$ cat config.mk
export PLATFORM = sky130hd
export DESIGN_NAME = v5_path_mon
export DESIGN_NICKNAME = d
export VERILOG_FILES = /design/src/rtl/v5_pkg.sv /design/src/rtl/v5_bip_chk.sv /design/src/rtl/v5_err_cnt.sv /design/src/rtl/v5_field_rx.sv /design/src/rtl/v5_path_mon.sv
export SDC_FILE = /design/constraint.sdc
export NUM_CORES = 1
export LEC_CHECK = 0
export ABC_CLOCK_PERIOD_IN_PS = 3200
export BUFFER_PORTS_ARGS = -buffer_cell sky130_fd_sc_hd__buf_2
export CORE_ASPECT_RATIO = 1.2
export CORE_MARGIN = 4
export CORE_UTILIZATION = 35
export CTS_CLUSTER_DIAMETER = 120
export DETAILED_ROUTE_END_ITERATION = 7
export PLACE_DENSITY_LB_ADDON = 0.3
export SYNTH_ARGS = -nofsm -noshare
export SYNTH_HDL_FRONTEND = slang
export SYNTH_SLANG_ARGS = --single-unit
$ cat constraint.sdc
create_clock -name clk -period 3.2 [get_ports clk]
set_input_delay 0.32 -clock clk [delete_from_list [all_inputs] [get_ports clk]]
set_output_delay 0.32 -clock clk [all_outputs]
set_load 0.005 [all_outputs]
$ cat src/rtl/v5_pkg.sv
package v5_pkg;
  // bit positions inside the overhead byte (bit 1 of the byte = index 7)
  localparam int POS_REI = 5;
  localparam int POS_RFI = 4;
  localparam int POS_RDI = 0;
  localparam int LBL_LO  = 1;
  localparam int LBL_HI  = 3;

  // two interleaved even-parity bits of one byte
  function automatic logic [1:0] bip2_fold(input logic [7:0] b);
    return {b[7] ^ b[5] ^ b[3] ^ b[1], b[6] ^ b[4] ^ b[2] ^ b[0]};
  endfunction

  function automatic logic [1:0] mismatch_num(input logic [1:0] d);
    return {1'b0, d[1]} + {1'b0, d[0]};
  endfunction

  function automatic logic [7:0] pack_v5(input logic [1:0] bip, input logic rei,
                                         input logic rfi, input logic [2:0] lbl,
                                         input logic rdi);
    return {bip, rei, rfi, lbl, rdi};
  endfunction
endpackage

$ cat src/rtl/v5_bip_chk.sv
module v5_bip_chk
  import v5_pkg::*;
(
  input  logic       clk,
  input  logic       rst_n,
  input  logic       v5_evt,
  input  logic       cov_evt,
  input  logic [7:0] byte_in,
  output logic       cmp_vld,
  output logic [1:0] cmp_bits,
  output logic [1:0] last_bip,
  output logic       rei_flag
);
  logic [1:0] acc_q;
  logic       seen_q;
  logic [1:0] diff;

  assign diff     = byte_in[7:6] ^ acc_q;
  assign cmp_vld  = v5_evt & seen_q;
  assign cmp_bits = mismatch_num(diff);

  always_ff @(posedge clk) begin
    if (!rst_n) begin
      acc_q    <= '0;
      seen_q   <= 1'b0;
      last_bip <= '0;
      rei_flag <= 1'b0;
    end else if (v5_evt) begin
      acc_q  <= bip2_fold(byte_in);
      seen_q <= 1'b1;
      if (seen_q) begin
        last_bip <= acc_q;
        rei_flag <= |diff;
      end
    end else if (cov_evt) begin
      acc_q <= acc_q ^ bip2_fold(byte_in);
    end
  end

  AST_SKIP_NO_PARITY: assert property (@(posedge clk) disable iff (!rst_n)
    (!v5_evt && !cov_evt) |=> $stable(acc_q));
  AST_BIP_HOLD: assert property (@(posedge clk) disable iff (!rst_n)
    !v5_evt |=> ($stable(last_bip) && $stable(rei_flag)));
endmodule

$ cat src/rtl/v5_err_cnt.sv
module v5_err_cnt #(
  parameter int CNT_W = 16
) (
  input  logic             clk,
  input  logic             rst_n,
  input  logic             cmp_vld,
  input  logic [1:0]       cmp_bits,
  output logic [CNT_W-1:0] err_cnt,
  output logic             err_pulse
);
  localparam logic [CNT_W-1:0] CNT_MAX = '1;

  logic [CNT_W:0]   sum;
  logic [CNT_W-1:0] cnt_nxt;
  logic [1:0]       add;

  assign add     = cmp_vld ? cmp_bits : 2'd0;
  assign sum     = {1'b0, err_cnt} + {{(CNT_W-1){1'b0}}, add};
  assign cnt_nxt = sum[CNT_W] ? CNT_MAX : sum[CNT_W-1:0];

  always_ff @(posedge clk) begin
    if (!rst_n) begin
      err_cnt   <= '0;
      err_pulse <= 1'b0;
    end else begin
      err_cnt   <= cnt_nxt;
      err_pulse <= cmp_vld && (cmp_bits != 2'd0);
    end
  end

  AST_CNT_NO_DECR: assert property (@(posedge clk) disable iff (!rst_n)
    err_cnt >= $past(err_cnt));
  AST_CNT_SAT_HOLD: assert property (@(posedge clk) disable iff (!rst_n)
    (err_cnt == CNT_MAX) |=> (err_cnt == CNT_MAX));
  AST_PULSE_WITH_STEP: assert property (@(posedge clk) disable iff (!rst_n)
    (err_pulse && $past(err_cnt) != CNT_MAX) |-> (err_cnt != $past(err_cnt)));
endmodule

$ cat src/rtl/v5_field_rx.sv
module v5_field_rx
  import v5_pkg::*;
(
  input  logic       clk,
  input  logic       rst_n,
  input  logic       v5_evt,
  input  logic [7:0] byte_in,
  input  logic [2:0] exp_label,
  output logic       rx_rei,
  output logic       rx_rfi,
  output logic       rx_rdi,
  output logic [2:0] rx_label,
  output logic       label_mm
);
  always_ff @(posedge clk) begin
    if (!rst_n) begin
      rx_rei   <= 1'b0;
      rx_rfi   <= 1'b0;
      rx_rdi   <= 1'b0;
      rx_label <= '0;
    end else if (v5_evt) begin
      rx_rei   <= byte_in[POS_REI];
      rx_rfi   <= byte_in[POS_RFI];
      rx_rdi   <= byte_in[POS_RDI];
      rx_label <= byte_in[LBL_HI:LBL_LO];
    end
  end

  assign label_mm = (rx_label != 3'b000) && (rx_label != exp_label);

  always_comb begin
    if (rst_n) begin
      AST_MM_NONZERO: assert (!label_mm || rx_label != 3'b000);
    end
  end

  AST_FIELDS_HOLD: assert property (@(posedge clk) disable iff (!rst_n)
    !v5_evt |=> $stable({rx_rei, rx_rfi, rx_label, rx_rdi}));
endmodule

$ cat src/rtl/v5_path_mon.sv
module v5_path_mon
  import v5_pkg::*;
#(
  parameter int CNT_W = 16
) (
  input  logic             clk,
  input  logic             rst_n,
  input  logic             in_vld,
  input  logic [7:0]       in_byte,
  input  logic             in_v5,
  input  logic             in_ptr,
  input  logic [2:0]       exp_label,
  input  logic [2:0]       tx_label,
  input  logic             tx_fail,
  input  logic             tx_ais,
  output logic [CNT_W-1:0] err_cnt,
  output logic             err_pulse,
  output logic             rx_rei,
  output logic             rx_rfi,
  output logic             rx_rdi,
  output logic [2:0]       rx_label,
  output logic             label_mm,
  output logic [7:0]       v5_out
);
  logic       v5_evt;
  logic       cov_evt;
  logic       cmp_vld;
  logic [1:0] cmp_bits;
  logic [1:0] last_bip;
  logic       rei_q;

  assign v5_evt  = in_vld & in_v5;
  assign cov_evt = in_vld & ~in_v5 & ~in_ptr;

  v5_bip_chk u_bip (
    .clk(clk), .rst_n(rst_n), .v5_evt(v5_evt), .cov_evt(cov_evt),
    .byte_in(in_byte), .cmp_vld(cmp_vld), .cmp_bits(cmp_bits),
    .last_bip(last_bip), .rei_flag(rei_q)
  );

  v5_err_cnt #(.CNT_W(CNT_W)) u_cnt (
    .clk(clk), .rst_n(rst_n), .cmp_vld(cmp_vld), .cmp_bits(cmp_bits),
    .err_cnt(err_cnt), .err_pulse(err_pulse)
  );

  v5_field_rx u_rx (
    .clk(clk), .rst_n(rst_n), .v5_evt(v5_evt), .byte_in(in_byte),
    .exp_label(exp_label), .rx_rei(rx_rei), .rx_rfi(rx_rfi),
    .rx_rdi(rx_rdi), .rx_label(rx_label), .label_mm(label_mm)
  );

  assign v5_out = pack_v5(last_bip, rei_q, tx_fail, tx_label, tx_ais);

  // checker state: has any overhead byte been seen since reset
  logic chk_seen;
  always_ff @(posedge clk) begin
    if (!rst_n) chk_seen <= 1'b0;
    else if (v5_evt) chk_seen <= 1'b1;
  end

  AST_FIRST_NO_CMP: assert property (@(posedge clk) disable iff (!rst_n)
    (v5_evt && !chk_seen) |=> (!err_pulse && $stable(err_cnt)));
  AST_PULSE_AFTER_V5: assert property (@(posedge clk) disable iff (!rst_n)
    err_pulse |-> $past(v5_evt));
  AST_PULSE_ONE_CYCLE: assert property (@(posedge clk) disable iff (!rst_n)
    err_pulse |=> !err_pulse);
  AST_IDLE_NO_COUNT: assert property (@(posedge clk) disable iff (!rst_n)
    !v5_evt |=> $stable(err_cnt));
endmodule

==> impl_metrics.ini <==
[timing]
final.period_utilization_pct = 87.4
fin_tns_setup_ns = 0
fmax_ghz = 0.358
timing.final.ws_setup_ns = 0.404
period_minus_slack_ns = 2.80
finalHoldViolations = 0
rsz0062_at_grt = no
maxSlewViolCount = 0
tightestPinTransition_ns = 0.731
hold-worst-slack_ns = 0.308
finClkSkew_ns = 0.00397
setup_viol = 0
slew_headroom_pct = 51.0

[cts]
cts_setup_buffers = 0
clkLatencyLatePin_ns = 0.28
cts_hold_buf = 0
post_cts_resized = 0
cts.sink_count = 29
ctsRootBufferMaster = clkbuf_8
cts_max_level = 2
cts_max_path_buffers = 2
path_clk_slew_ns = 0.06
numCtsBuffers = 5
cts_tree = yes

[route]
post_drt_wl_per_cell_um = 12.8
drt_pass1_iterations = 4
drt-total-wl_um = 3450
via_count = 1320
drt-initial-drc-count = 51
via_per_inst = 4.89
postRouteAntennaNets = 0
drc = 0

[synth]
ys_seq_elements = 29
async_flop_share_pct = 0
synth_edf_count = 0
synth_area_mm2 = 0.00150
synthCells = 177
synth-main-ff-cell = dfxtp_1
synth_cell_type_count = 42
ys.warnings.count = 0
syn_area_per_cell_um2 = 8.50
seq_area_frac_synth_pct = 38.6
synth.net_count = 202

[critical_path]
worstSetupPathType = register to register
r2r_end = u_cnt.err_cnt[1]$_SDFF_PN0_
cp.required_ns = 3.39
critPathLaunchType = register
worst-path-max-fanout = 11
worstSetupEndpointType = register
critPathCapture = u_cnt.err_cnt[1]$_SDFF_PN0_
r2r_slack_ns = 0.40
rr_worst_depth = 10
arrival_ns = 2.99
timing.rr.start = u_bip.acc_q[1]$_SDFFE_PN0P_
crit_start = u_bip.acc_q[1]$_SDFFE_PN0P_

[power]
p_leak_nw = 0.726
total_power_uw = 742
peakVddDrop_mv = 0.248
powerDensity_mw_per_mm2 = 412

[flow_run]
maxCapViolations = 0

[layout]
drive_gt1_share_pct = 26.4
final_common_cell = buf_2
diodes = 0
area_growth_pct = 19.9
layout_common_cells = buf_2 (42), dfxtp_1 (29), a21oi_1 (23)
fin_nets = 240

[place]
dp_slack_ns = 0.353
dp_hpwl_um = 2540
gp_congestion = 0.725
port_buffers = 42

[die]
initial_core_util_pct = 37.3
rows = 25
core-area_mm2 = 0.00404
pin_count = 53
die_area_mm2 = 0.00541
die_w_um = 67.8
fp.dieH_um = 79.8

[min_path]
worstHoldPathType = primary input to register

[run_status]
status = finished clean

[global_routing]
grt_pass1_vias = 1280
antenna_found_initial = 0
grt_max_degree = 28
grt.total_usage_pct = 13.9
grt_pass1_wl_um = 5720
grt_remaining_overflow = 0
-- logic make-up after synthesis --
logic type / count (synthesis) / synth area share, %
compound gates: 43 / 17.3
xor+xnor: 18 / 10.5
flops: 29 / 38.6
buf+inv: 22 / 7.07
fa+ha+maj: 4 / 3.83
simple gates: 61 / 22.7
-- synth_stat cells (2+ instances only) --
cell       n  area [um2]
xnor2_1   12         105
nor3_1     2        10.0
a21oi_1   23         115
nand3_1   12        60.1
nor2_1     7        26.3
a211o_1    2        17.5
ha_1       3        37.5
inv_1      9        33.8
and3_1     2        12.5
nor4_1     3        18.8
dfxtp_1   29         581
nand2b_1   2        12.5
a211oi_1   3        22.5
buf_4      6        45.0
or3_1      2        12.5
xor2_1     6        52.6
a31oi_1    6        37.5
nand2_1   16        60.1
o211ai_1   2        15.0
and4_1     3        26.3
o21ai_0    3        15.0
clkbuf_1   4        15.0
-- metal layers --
metal	track usage (%)	share of wire, %
met1	17.3	47
met2	21.4	45
met3	4.93	6.4
met4	5.77	1.7
met5	0	0
-- state kept, by name (all words and copies together) (netlist names) --
register	cells
u_cnt.err_cnt	16
u_bip.last_bip	2
u_bip.acc_q	2
u_cnt.err_pulse	1
u_rx.rx_label	3
u_bip.rei_flag	1
u_rx.rx_rfi	1
u_rx.rx_rdi	1
u_bip.seen_q	1
u_rx.rx_rei	1
-- per-stage QoR --
step / util (%) / cells / cell area [um2]
finish: 44.7 / 270 / 1800
global route: 44.7 / 270 / 1800
CTS: 44.7 / 270 / 1800
detailed placement: 42.6 / 262 / 1720
global placement: 42.6 / 262 / 1720
floorplan: - / 177 / 1500
-- how the worst min path moves through the flow --
stage / from / endpoint / slack [ns] / cells past startpoint
floorplan: u_bip.seen_q$_SDFFE_PN0N_ / u_bip.seen_q$_SDFFE_PN0N_ / 0.45 / 2
global placement: u_rx.rx_rfi$_SDFFE_PN0N_ / u_rx.rx_rfi$_SDFFE_PN0N_ / 0.45 / 2
detailed placement: u_bip.last_bip[1]$_SDFFE_PN0P_ / u_bip.last_bip[1]$_SDFFE_PN0P_ / 0.45 / 2
CTS: in_byte[1] / u_rx.rx_label[0]$_SDFFE_PN0N_ / 0.30 / 3
global route: in_byte[2] / u_rx.rx_label[1]$_SDFFE_PN0N_ / 0.31 / 3
finish: in_byte[1] / u_rx.rx_label[0]$_SDFFE_PN0N_ / 0.31 / 3
-- area by class of cell --
| type | count | area, um2 |
|---|---|---|
| Clock buffer | 6 | 72.6 |
| Tap cell | 54 | 67.6 |
| Timing Repair Buffer | 43 | 218 |
| Multi-Input combinational cell | 126 | 817 |
| Fill cell | 413 | 2230 |
| Sequential cell | 29 | 581 |
| Inverter | 10 | 37.5 |
| Clock inverter | 2 | 10.0 |
-- where the power goes --
group | total [mW] | internal (mW) | switching (mW) | leakage [nW]
combinational | 0.0758 | 0.0347 | 0.0411 | 0.446
sequential | 0.378 | 0.370 | 0.00855 | 0.235
clock | 0.288 | 0.150 | 0.138 | 0.0450
-- worst max-delay path, stage by stage (launching register included) --
cell,delay (ns)
dfxtp_1,0.40
xnor2_1,0.14
ha_1,0.29
and2_1,0.11
ha_1,0.17
inv_1,0.06
fa_1,0.40
and3b_1,0.31
and4_1,0.32
nand2_1,0.29
a21oi_1,0.22
(Power assumes the default switching activity.)
